===== config.mk =====
export PLATFORM = sky130hd
export DESIGN_NAME = cond_status_unit
export DESIGN_NICKNAME = d
export VERILOG_FILES = /design/src/rtl/cond_status_pkg.sv /design/src/rtl/flag_calc.sv /design/src/rtl/status_reg.sv /design/src/rtl/cond_decode.sv /design/src/rtl/cond_status_unit.sv
export SDC_FILE = /design/constraint.sdc
export NUM_CORES = 1
export LEC_CHECK = 0
export BUFFER_PORTS_ARGS = -buffer_cell sky130_fd_sc_hd__clkbuf_2
export CAP_MARGIN = 40
export CORE_AREA = 2 2 39 41
export CTS_BUF_LIST = sky130_fd_sc_hd__clkbuf_2
export DETAILED_ROUTE_END_ITERATION = 8
export DIE_AREA = 0 0 41 43
export PLACE_DENSITY = 0.76
export SYNTH_ARGS = -nofsm -noshare
export SYNTH_HDL_FRONTEND = slang
export SYNTH_SLANG_ARGS = --single-unit

===== constraint.sdc =====
create_clock -name clk -period 3.25 [get_ports clk]
set_input_delay 0.975 -clock clk [delete_from_list [all_inputs] [get_ports clk]]
set_output_delay 0.975 -clock clk [all_outputs]
set_load 0.03 [all_outputs]

===== src/rtl/cond_status_pkg.sv =====
package cond_status_pkg;
  localparam int FLAG_W = 5;
  localparam int COND_W = 3;
  localparam int VAR_W  = 2;

  typedef struct packed {
    logic ovf;
    logic neg;
    logic booth;
    logic odd;
    logic nz;
  } flags_t;
endpackage


===== src/rtl/flag_calc.sv =====
module flag_calc
  import cond_status_pkg::*;
#(
  parameter int DATA_W = 10
) (
  input  logic [DATA_W-1:0] data,
  input  logic              carry,
  output flags_t            flags
);
  localparam int MSB = DATA_W - 1;

  always_comb begin
    flags.nz    = |data;
    flags.odd   = data[0];
    flags.booth = ~(data[0] ^ data[1]);
    flags.neg   = data[MSB];
    flags.ovf   = carry;
  end
endmodule


===== src/rtl/status_reg.sv =====
module status_reg
  import cond_status_pkg::*;
(
  input  logic   clk,
  input  logic   rst,
  input  logic   wr,
  input  flags_t d,
  output flags_t q
);
  always_ff @(posedge clk) begin
    if (rst)     q <= '0;
    else if (wr) q <= d;
  end

  a_r6_hold: assert property (@(posedge clk) disable iff (rst)
    (!rst && !wr) |=> $stable(q));
  a_r6_capture: assert property (@(posedge clk) disable iff (rst)
    (!rst && wr) |=> (q == $past(d)));
endmodule


===== src/rtl/cond_decode.sv =====
module cond_decode
  import cond_status_pkg::*;
(
  input  logic              clk,
  input  logic              rst,
  input  logic [COND_W-1:0] cond,
  input  flags_t            stat,
  output logic              basic,
  output logic [VAR_W-1:0]  variant
);
  logic [COND_W-1:0] cmp_vec;
  logic              basic_d;
  logic [VAR_W-1:0]  variant_d;

  assign cmp_vec = {stat.neg, stat.odd, stat.nz};

  always_comb begin
    basic_d = (cond == '0) || (cond == cmp_vec);
    unique case (cond[1:0])
      2'b00:   variant_d = {stat.nz,    stat.odd};
      2'b01:   variant_d = {stat.booth, stat.odd};
      2'b10:   variant_d = {stat.neg,   stat.nz};
      default: variant_d = {stat.ovf,   stat.neg};
    endcase
  end

  always_ff @(posedge clk) begin
    if (rst) begin
      basic   <= 1'b0;
      variant <= '0;
    end else begin
      basic   <= basic_d;
      variant <= variant_d;
    end
  end

  a_r8_zero_field: assert property (@(posedge clk) disable iff (rst)
    (!rst && cond == '0) |=> basic);
  a_r7_mismatch: assert property (@(posedge clk) disable iff (rst)
    (!rst && cond != '0 && cond != {stat.neg, stat.odd, stat.nz}) |=> !basic);
  a_r9_sel_odd: assert property (@(posedge clk) disable iff (rst)
    (!rst && cond[0] == 1'b0 && cond[1] == 1'b0) |=> (variant[0] == $past(stat.odd)));
endmodule


===== src/rtl/cond_status_unit.sv =====
module cond_status_unit
  import cond_status_pkg::*;
#(
  parameter int DATA_W = 10
) (
  input  logic              clk,
  input  logic              rst,
  input  logic [DATA_W-1:0] data_in,
  input  logic              alu_carry,
  input  logic              stat_wr,
  input  logic [2:0]        cond_sel,
  output logic [4:0]        flags_o,
  output logic              basic_o,
  output logic [1:0]        variant_o
);
  flags_t flag_next;
  flags_t flag_q;

  flag_calc #(.DATA_W(DATA_W)) u_calc (
    .data  (data_in),
    .carry (alu_carry),
    .flags (flag_next)
  );

  status_reg u_stat (
    .clk (clk),
    .rst (rst),
    .wr  (stat_wr),
    .d   (flag_next),
    .q   (flag_q)
  );

  cond_decode u_dec (
    .clk     (clk),
    .rst     (rst),
    .cond    (cond_sel),
    .stat    (flag_q),
    .basic   (basic_o),
    .variant (variant_o)
  );

  assign flags_o = flag_q;

  a_r1_nonzero: assert property (@(posedge clk) disable iff (rst)
    (!rst && stat_wr) |=> (flags_o[0] == ($past(data_in) != '0)));
  a_r2_odd: assert property (@(posedge clk) disable iff (rst)
    (!rst && stat_wr) |=> (flags_o[1] == $past(data_in[0])));
  a_r3_booth: assert property (@(posedge clk) disable iff (rst)
    (!rst && stat_wr) |=> (flags_o[2] == ($past(data_in[0]) == $past(data_in[1]))));
  a_r4_negative: assert property (@(posedge clk) disable iff (rst)
    (!rst && stat_wr) |=> (flags_o[3] == $past(data_in[DATA_W-1])));
  a_r5_overflow: assert property (@(posedge clk) disable iff (rst)
    (!rst && stat_wr) |=> (flags_o[4] == $past(alu_carry)));
endmodule


Yosys cells after proc, flatten, opt, wreduce, memory -nomap -nowiden --
Cells that the tools add are included.
Storage, ports and cells: register bits after elaboration 8, input bits 17, output and inout bits 8, logic and storage cells 17
Operators by class: equal/unequal tests 3, muxes and demuxes 1, bitwise gates (word level) 2, reductions and logical operators 4
Operators with widths (count):
- 10-bit OR reduction | 1
- 2-bit one-hot mux with 3 select lines | 1
- 3-bit == test | 1
- 3-bit logical NOT | 1
- 2-bit by 1-bit == test with 1-bit output (second input constant) | 1
- 2-bit == test (second input constant) | 1
- 2-bit logical NOT | 1
- 1-bit logical OR | 1
- 1-bit inverter | 1
- 1-bit bitwise XOR | 1

Logic depth before layout (Yosys ltp) --
Gate-level depths: netlist of run 1.
depth after elaboration 2, gate-level depth with buffers 5, depth with buffers taken out 4

Modules after synthesis --
A second synthesis of run 1 with hierarchy kept.
Unflattened totals: cell total of the unflattened synthesis 50, area, all modules 470.5 sq um
Modules (own cells, without submodules):
- cond_decode | instances 1, cells each 23, area each 224.0 sq um, seq. area each 60.1 sq um
- status_reg | instances 1, cells each 16, area each 180.2 sq um, seq. area each 100.1 sq um
- flag_calc | instances 1, cells each 11, area each 66.3 sq um, seq. area each 0.0 sq um

Worst setup path before layout of run 1 --
Ideal clock, no wire load.
kind input to register, start point input port cond_sel[0], end point register u_dec.variant[1], setup time 127 ps, arrival time 1728 ps, required time 3123 ps, path slack 1394 ps, stages 3, path buffers 1, cell sequence buf_6 > mux4_1 > nor2b_1
On the way: word-level cells in the longest chain between the ends 2, elaborated cells on any way between the ends 4, classes of those cells eq/ne: 2; mux: 1; reduce/logical: 1
Ends and longest elaborated chain:
- start, declared | RTL line cond_status_unit.sv:11 | input logic [2:0] cond_sel,
- 2-bit == test, or another cell as far along | RTL line cond_decode.sv:19 | unique case (cond[1:0])
- 2-bit one-hot mux with 3 select lines (*) | RTL line cond_decode.sv:19
- end signal, assigned | RTL line cond_decode.sv:33 | variant <= variant_d;
- end, declared | RTL line cond_decode.sv:9 | output logic [VAR_W-1:0] variant
Mark *: on every way between the ends. The rest lies on a longest branch, timed or not. A chain may end at the register's enable or synchronous reset.

Worst setup path after layout of run 1 --
start point register u_stat.q[0] in the netlist's numbering, end point output port flags_o[0]
RTL lines:
- start, declared | RTL line status_reg.sv:8 | output flags_t q
- start signal, assigned | RTL line status_reg.sv:11 | if (rst) q <= '0;
- start signal, assigned | RTL line status_reg.sv:12 | else if (wr) q <= d;
- end, declared | RTL line cond_status_unit.sv:12 | output logic [4:0] flags_o,
No word-level cell between the ends.

==> results.py, run 1 <==
metrics = {
    "logic_synthesis": {
        "synth_commonest_cells": "8 x dfxtp_1, 7 x nor2_1, 4 x mux2i_1, 3 x inv_1",
        "synth_cells": 45,
        "syn_area_per_cell_um2": 10.0,
        "syn_area_um2": 450,
        "ys_top_cells_by_area": "dfxtp_1 36%, mux2i_1 8.9%, mux4_1 5.8%, nor2_1 5.8%, buf_6 5.0%",
        "synth_top_cell_by_area": "dfxtp_1",
        "ys_ff_latch": 8,
        "mappedNetlistNets": 63,
        "yosys.area.top_type_share_pct": 35.6,
        "synth-async-reset-ratio_pct": 0,
        "synth-main-ff-cell": "dfxtp_1",
        "ys_warn_count": 0,
        "ys_types": 23,
        "ys_seq_area_share_pct": 35.6,
        "yosysMostFrequentCell": "dfxtp_1",
        "synth-edff-count": 0,
    },
    "drt": {
        "drtIter0Drc": 2,
        "drc": 0,
        "first_pass_iters": 4,
        "vias": 396,
        "antenna_left": 0,
        "viasPerCell": 4.71,
        "wl_per_cell_um": 10.8,
        "wirelength_um": 907,
    },
    "run_status": {
        "status": "finished clean",
    },
    "sta": {
        "finClkSkew_ns": 0.00509,
        "drv_slew": 0,
        "rsz0062_at_grt": "no",
        "tightestPinTransition_ns": 0.354,
        "hold_viol_final": 0,
        "finalCritPeriodShare_pct": 61.9,
        "period_needed_ns": 2.01,
        "finalSetupViolCount": 0,
        "slew_headroom_pct": 76.4,
        "tns_ns": 0,
        "worst_slack_ns": 1.24,
        "max_freq_ghz": 0.497,
    },
    "cells_and_area": {
        "diodes": 0,
        "nets": 88,
        "n_fill_cell": 141,
        "final_cells": 84,
        "drive_above_1_share_pct": 45.6,
        "area_growth_pct": 27.8,
    },
    "floorplan": {
        "die_w_um": 41,
        "die_area_mm2": 0.00176,
        "die_h_um": 43,
        "start_util_pct": 32.5,
        "ioPinCount": 25,
        "num_rows": 14,
        "core_area_mm2": 0.00138,
    },
    "critical_path": {
        "r2r-start": "u_stat.q[0]$_SDFFE_PP0P_",
        "start_kind": "flip-flop",
        "worstPathArrival_ns": 1.04,
        "slowest_delay_ns": 0.54,
        "r2r_cells": 3,
        "regToRegSetupSlack_ns": 1.96,
        "worstSetupEndpointType": "primary output",
        "cpMaxStageDelayCell": "dfxtp_1",
        "cp_top_family": "flip-flops",
        "critical_path_class": "flip-flop to primary output",
        "cp_max_fo": 10,
        "worstPathRequired_ns": 2.27,
        "reg2reg_to": "u_dec.basic$_SDFF_PP0_",
        "cp_cell_sequence": "clkbuf_2",
        "critPathBufInv": 1,
    },
    "global_routing": {
        "antenna_found_initial": 0,
        "track_usage_pct": 11.6,
        "overflow": 0,
        "grt_pass1_wl_um": 1350,
        "grt_pass1_vias": 325,
        "grt_start_max_net_pins": 11,
    },
    "hold_path": {
        "worstHoldStart": "u_stat.q[2]$_SDFFE_PP0P_",
        "holdPathEnd": "u_stat.q[2]$_SDFFE_PP0P_",
        "hold_path_class": "flip-flop to flip-flop",
        "hold_depth": 2,
    },
    "placed_design": {
        "gp_congestion": 0.631,
        "place_inst": 81,
        "pre_cts_ws_ns": 1.27,
        "port_buffers": 24,
        "dp_hpwl_um": 701,
    },
    "run": {
        "maxCapViolCount": 0,
    },
    "power": {
        "clkPwrFrac_pct": 26.0,
        "vdd_drop_max_v": 0.000122,
        "p_sw_mw": 0.0713,
        "cellInternalPower_mw": 0.155,
        "p_comb_share_pct": 24.7,
        "powerDensity_mw_per_mm2": 392,
        "power_leakage_nw": 0.286,
        "p_seq_share_pct": 49.3,
        "swShare_pct": 31.6,
    },
    "clocking": {
        "ctsHoldBuffers": 0,
        "clkSlewWorstSetupHoldPaths_ns": 0.08,
        "cts_buffers": 3,
        "clkLatencyLatePin_ns": 0.23,
        "ctsResizeCount": 0,
        "cts.sinks": 8,
        "clockRootBuffer": "clkbuf_2",
        "cts_max_level": 1,
        "clk_path_buf_depth": 2,
        "cts_tree": "yes",
        "post_cts_buffers": 0,
    },
}
-- layout make-up --
cell class,instances,area (um^2),share of cell area (%)
inverters,3,11.3,1.96
flip-flops and latches,8,160,27.8
multi-input cells,30,249,43.3
well taps,16,20.0,3.48
clock buffers,3,15.0,2.61
repair buffers,24,120,20.9
-- power groups by stage --
stage / Clock [mW] / Combinational [mW] / Sequential, mW
final: 0.0587 / 0.0558 / 0.111
after global routing: 0.0670 / 0.0610 / 0.113
after CTS: 0.0615 / 0.0565 / 0.111
after detailed placement: 0 / 0.0565 / 0.114
after global placement: 0 / 0.0554 / 0.113
after floorplan: 0 / 0.0284 / 0.124
-- cell families (layout without fill, tap and decap cells) --
| family | after synthesis | count (layout) | synth area share [%] |
|---|---|---|---|
| AO/OA/AOI/OAI | 10 | 10 | 19.4 |
| adder cells (fa/ha/maj) | 1 | 1 | 2.78 |
| AND/OR/NAND/NOR | 13 | 13 | 16.4 |
| XOR/XNOR | 1 | 1 | 1.94 |
| buffers and inverters | 7 | 30 | 9.17 |
| flip-flops | 8 | 8 | 35.6 |
| multiplexers | 5 | 5 | 14.7 |
-- cell usage in the layout, fill, tap and decap left out --
cell and n:
a31oi_1 1, nor4bb_1 1, a211oi_1 2, nand2b_1 1, ha_1 1, mux4_1 1
xnor2_1 1, a311oi_1 1, nor2_1 7, mux2i_1 4, o32ai_2 1, nor2b_1 1
o32a_1 1, o21ai_2 1, dfxtp_1 8, clkbuf_2 27, a31o_2 1, a21oi_2 1
a21oi_1 1, inv_1 3, nor4_1 2, and4bb_1 1
-- worst min-delay path: cells and delay by family (launching register included) --
| family | cells | cell delay [ns] |
|---|---|---|
| AOI/OAI and AO/OA | 1 | 0.05 |
| and+or+nand+nor | 1 | 0.09 |
| DFF | 1 | 0.32 |
-- metal layers --
metal  track usage (%)  part of all wire (%)  up-vias
met2              14.7                    43       19
met4              10.0                   1.5        0
met5                 0                     0        -
met1              15.3                    46      163
li1                  -                     -      212
met3              3.14                   9.4        2
-- worst max-delay path by stage --
stage	end	cells after the start	slack (ns)	start
4_1_cts	flags_o[0]	1	1.22	u_stat.q[0]$_SDFFE_PP0P_
2_1_floorplan	u_dec.variant[1]$_SDFF_PP0_	3	1.39	cond_sel[0]
3_3_place_gp	u_dec.variant[1]$_SDFF_PP0_	3	1.28	cond_sel[0]
6_report	flags_o[0]	1	1.24	u_stat.q[0]$_SDFFE_PP0P_
3_5_place_dp	u_dec.variant[1]$_SDFF_PP0_	3	1.27	cond_sel[0]
5_1_grt	flags_o[0]	1	1.17	u_stat.q[0]$_SDFFE_PP0P_
-- state kept, by name (all words and copies together), names as in the netlist --
signal and cells:
u_dec.basic 1, u_dec.variant 2, u_stat.q 5
-- metrics by stage --
stage          utilization, %  hold WS (ns)  total power, mW  area (um^2)
2_1_floorplan               -         0.606            0.152          450
3_3_place_gp             40.5         0.487            0.169          561
3_5_place_dp             40.5         0.491            0.170          561
4_1_cts                  41.6         0.502            0.229          576
5_1_grt                  41.6         0.551            0.241          576
6_report                 41.6         0.503            0.226          576
(Power assumes the default switching activity.)
==> inputs of run 2 (changes only) <==
- clock period: 3.25 -> 2 ns (I/O delays scaled with it)
==> results.py, run 2 (same netlist as run 1, synthesis figures left out) <==
metrics = {
    "run_status": {
        "status": "finished clean",
    },
    "hold_path": {
        "hold_path_class": "flip-flop to flip-flop",
        "worstHoldStart": "u_stat.q[2]$_SDFFE_PP0P_",
        "hold_depth": 2,
        "holdPathEnd": "u_stat.q[2]$_SDFFE_PP0P_",
    },
    "floorplan": {
        "start_util_pct": 32.5,
        "die_h_um": 43,
        "die_area_mm2": 0.00176,
        "die_w_um": 41,
        "num_rows": 14,
        "ioPinCount": 25,
        "core_area_mm2": 0.00138,
    },
    "critical_path": {
        "critPathBufInv": 1,
        "cp_cell_sequence": "clkbuf_2",
        "worstPathArrival_ns": 1.04,
        "cp_max_fo": 10,
        "regToRegSetupSlack_ns": 0.71,
        "worstSetupEndpointType": "primary output",
        "cp_top_family": "flip-flops",
        "critical_path_class": "flip-flop to primary output",
        "cpMaxStageDelayCell": "dfxtp_1",
        "start_kind": "flip-flop",
        "reg2reg_to": "u_dec.basic$_SDFF_PP0_",
        "worstPathRequired_ns": 1.40,
        "slowest_delay_ns": 0.53,
        "r2r_cells": 3,
        "r2r-start": "u_stat.q[0]$_SDFFE_PP0P_",
    },
    "placed_design": {
        "dp_hpwl_um": 726,
        "place_inst": 81,
        "port_buffers": 24,
        "gp_congestion": 0.631,
        "postPlaceCellArea_um2": 561,
    },
    "clocking": {
        "cts.sinks": 8,
        "ctsResizeCount": 0,
        "ctsHoldBuffers": 0,
        "cts_max_level": 1,
        "cts_tree": "yes",
        "clockRootBuffer": "clkbuf_2",
        "cts_buffers": 3,
        "clkLatencyLatePin_ns": 0.23,
        "clk_path_buf_depth": 2,
        "post_cts_buffers": 0,
        "clkSlewWorstSetupHoldPaths_ns": 0.09,
    },
    "sta": {
        "drv_slew": 0,
        "tns_ns": 0,
        "tightestPinTransition_ns": 0.344,
        "finalCritPeriodShare_pct": 82.0,
        "rsz0062_at_grt": "no",
        "finalSetupViolCount": 0,
        "slew_headroom_pct": 77.0,
        "period_needed_ns": 1.64,
        "finClkSkew_ns": 0.00615,
        "max_freq_ghz": 0.610,
        "hold_viol_final": 0,
    },
    "drt": {
        "drtIter0Drc": 5,
        "drc": 0,
        "first_pass_iters": 2,
        "antenna_left": 0,
        "wirelength_um": 911,
        "viasPerCell": 4.86,
        "vias": 408,
        "wl_per_cell_um": 10.8,
    },
    "cells_and_area": {
        "drive_above_1_share_pct": 45.6,
        "reg_top3": "u_stat.q (5), u_dec.variant (2), u_dec.basic (1)",
        "area_growth_pct": 27.8,
        "utilization_pct": 41.6,
        "nets": 88,
        "fin_area_um2": 576,
        "largest_reg_flops": 5,
        "diodes": 0,
        "final_cells": 84,
        "final_common_cell": "clkbuf_2",
        "top_register": "u_stat.q",
        "mostFrequentLayoutCells": "27 x clkbuf_2, 8 x dfxtp_1, 7 x nor2_1",
    },
    "power": {
        "power_mw": 0.369,
        "vdd_drop_max_v": 0.000282,
        "power_leakage_nw": 0.286,
        "powerDensity_mw_per_mm2": 641,
    },
    "global_routing": {
        "grt_start_max_net_pins": 11,
        "antenna_found_initial": 0,
        "grt_pass1_wl_um": 1450,
        "track_usage_pct": 12.1,
        "overflow": 0,
        "grt_pass1_vias": 342,
    },
    "run": {
        "maxCapViolCount": 0,
    },
}
## run 2: final cells by class
type | count | area [um^2]
multi-input cells | 30 | 249
clock buffers | 3 | 15.0
fillers | 144 | 808
repair buffers | 24 | 120
flip-flops and latches | 8 | 160
well taps | 16 | 20.0
inverters | 3 | 11.3
## run 2: how the worst max path moves through the flow
stage / start / cells past startpoint / slack (ns) / endpoint
2_1_floorplan: cond_sel[0] / 3 / 0.52 / u_dec.variant[1]$_SDFF_PP0_
3_3_place_gp: cond_sel[0] / 3 / 0.41 / u_dec.variant[1]$_SDFF_PP0_
3_5_place_dp: cond_sel[0] / 5 / 0.39 / u_dec.basic$_SDFF_PP0_
4_1_cts: u_stat.q[0]$_SDFFE_PP0P_ / 1 / 0.35 / flags_o[0]
5_1_grt: u_stat.q[0]$_SDFFE_PP0P_ / 1 / 0.29 / flags_o[0]
6_report: u_stat.q[0]$_SDFFE_PP0P_ / 1 / 0.36 / flags_o[0]
## run 2: report_power, final
group          internal [mW]  total (mW)  switching [mW]
Sequential             0.170       0.181          0.0110
Combinational         0.0405      0.0910          0.0505
Clock                 0.0409      0.0971          0.0561
## run 2: metal layers
layer	track usage, %	vias up	share of wire [%]
met3	3.14	0	9.4
met4	8.00	0	0
li1	-	217	-
met2	15.9	19	44
met1	16.6	172	46
met5	0	-	0
## run 2: per-stage QoR
step	hold slack, ns	setup WS [ns]
after detailed placement	0.485	0.394
final	0.490	0.361
after floorplan	0.606	0.519
after CTS	0.496	0.346
after global placement	0.487	0.410
after global routing	0.533	0.290
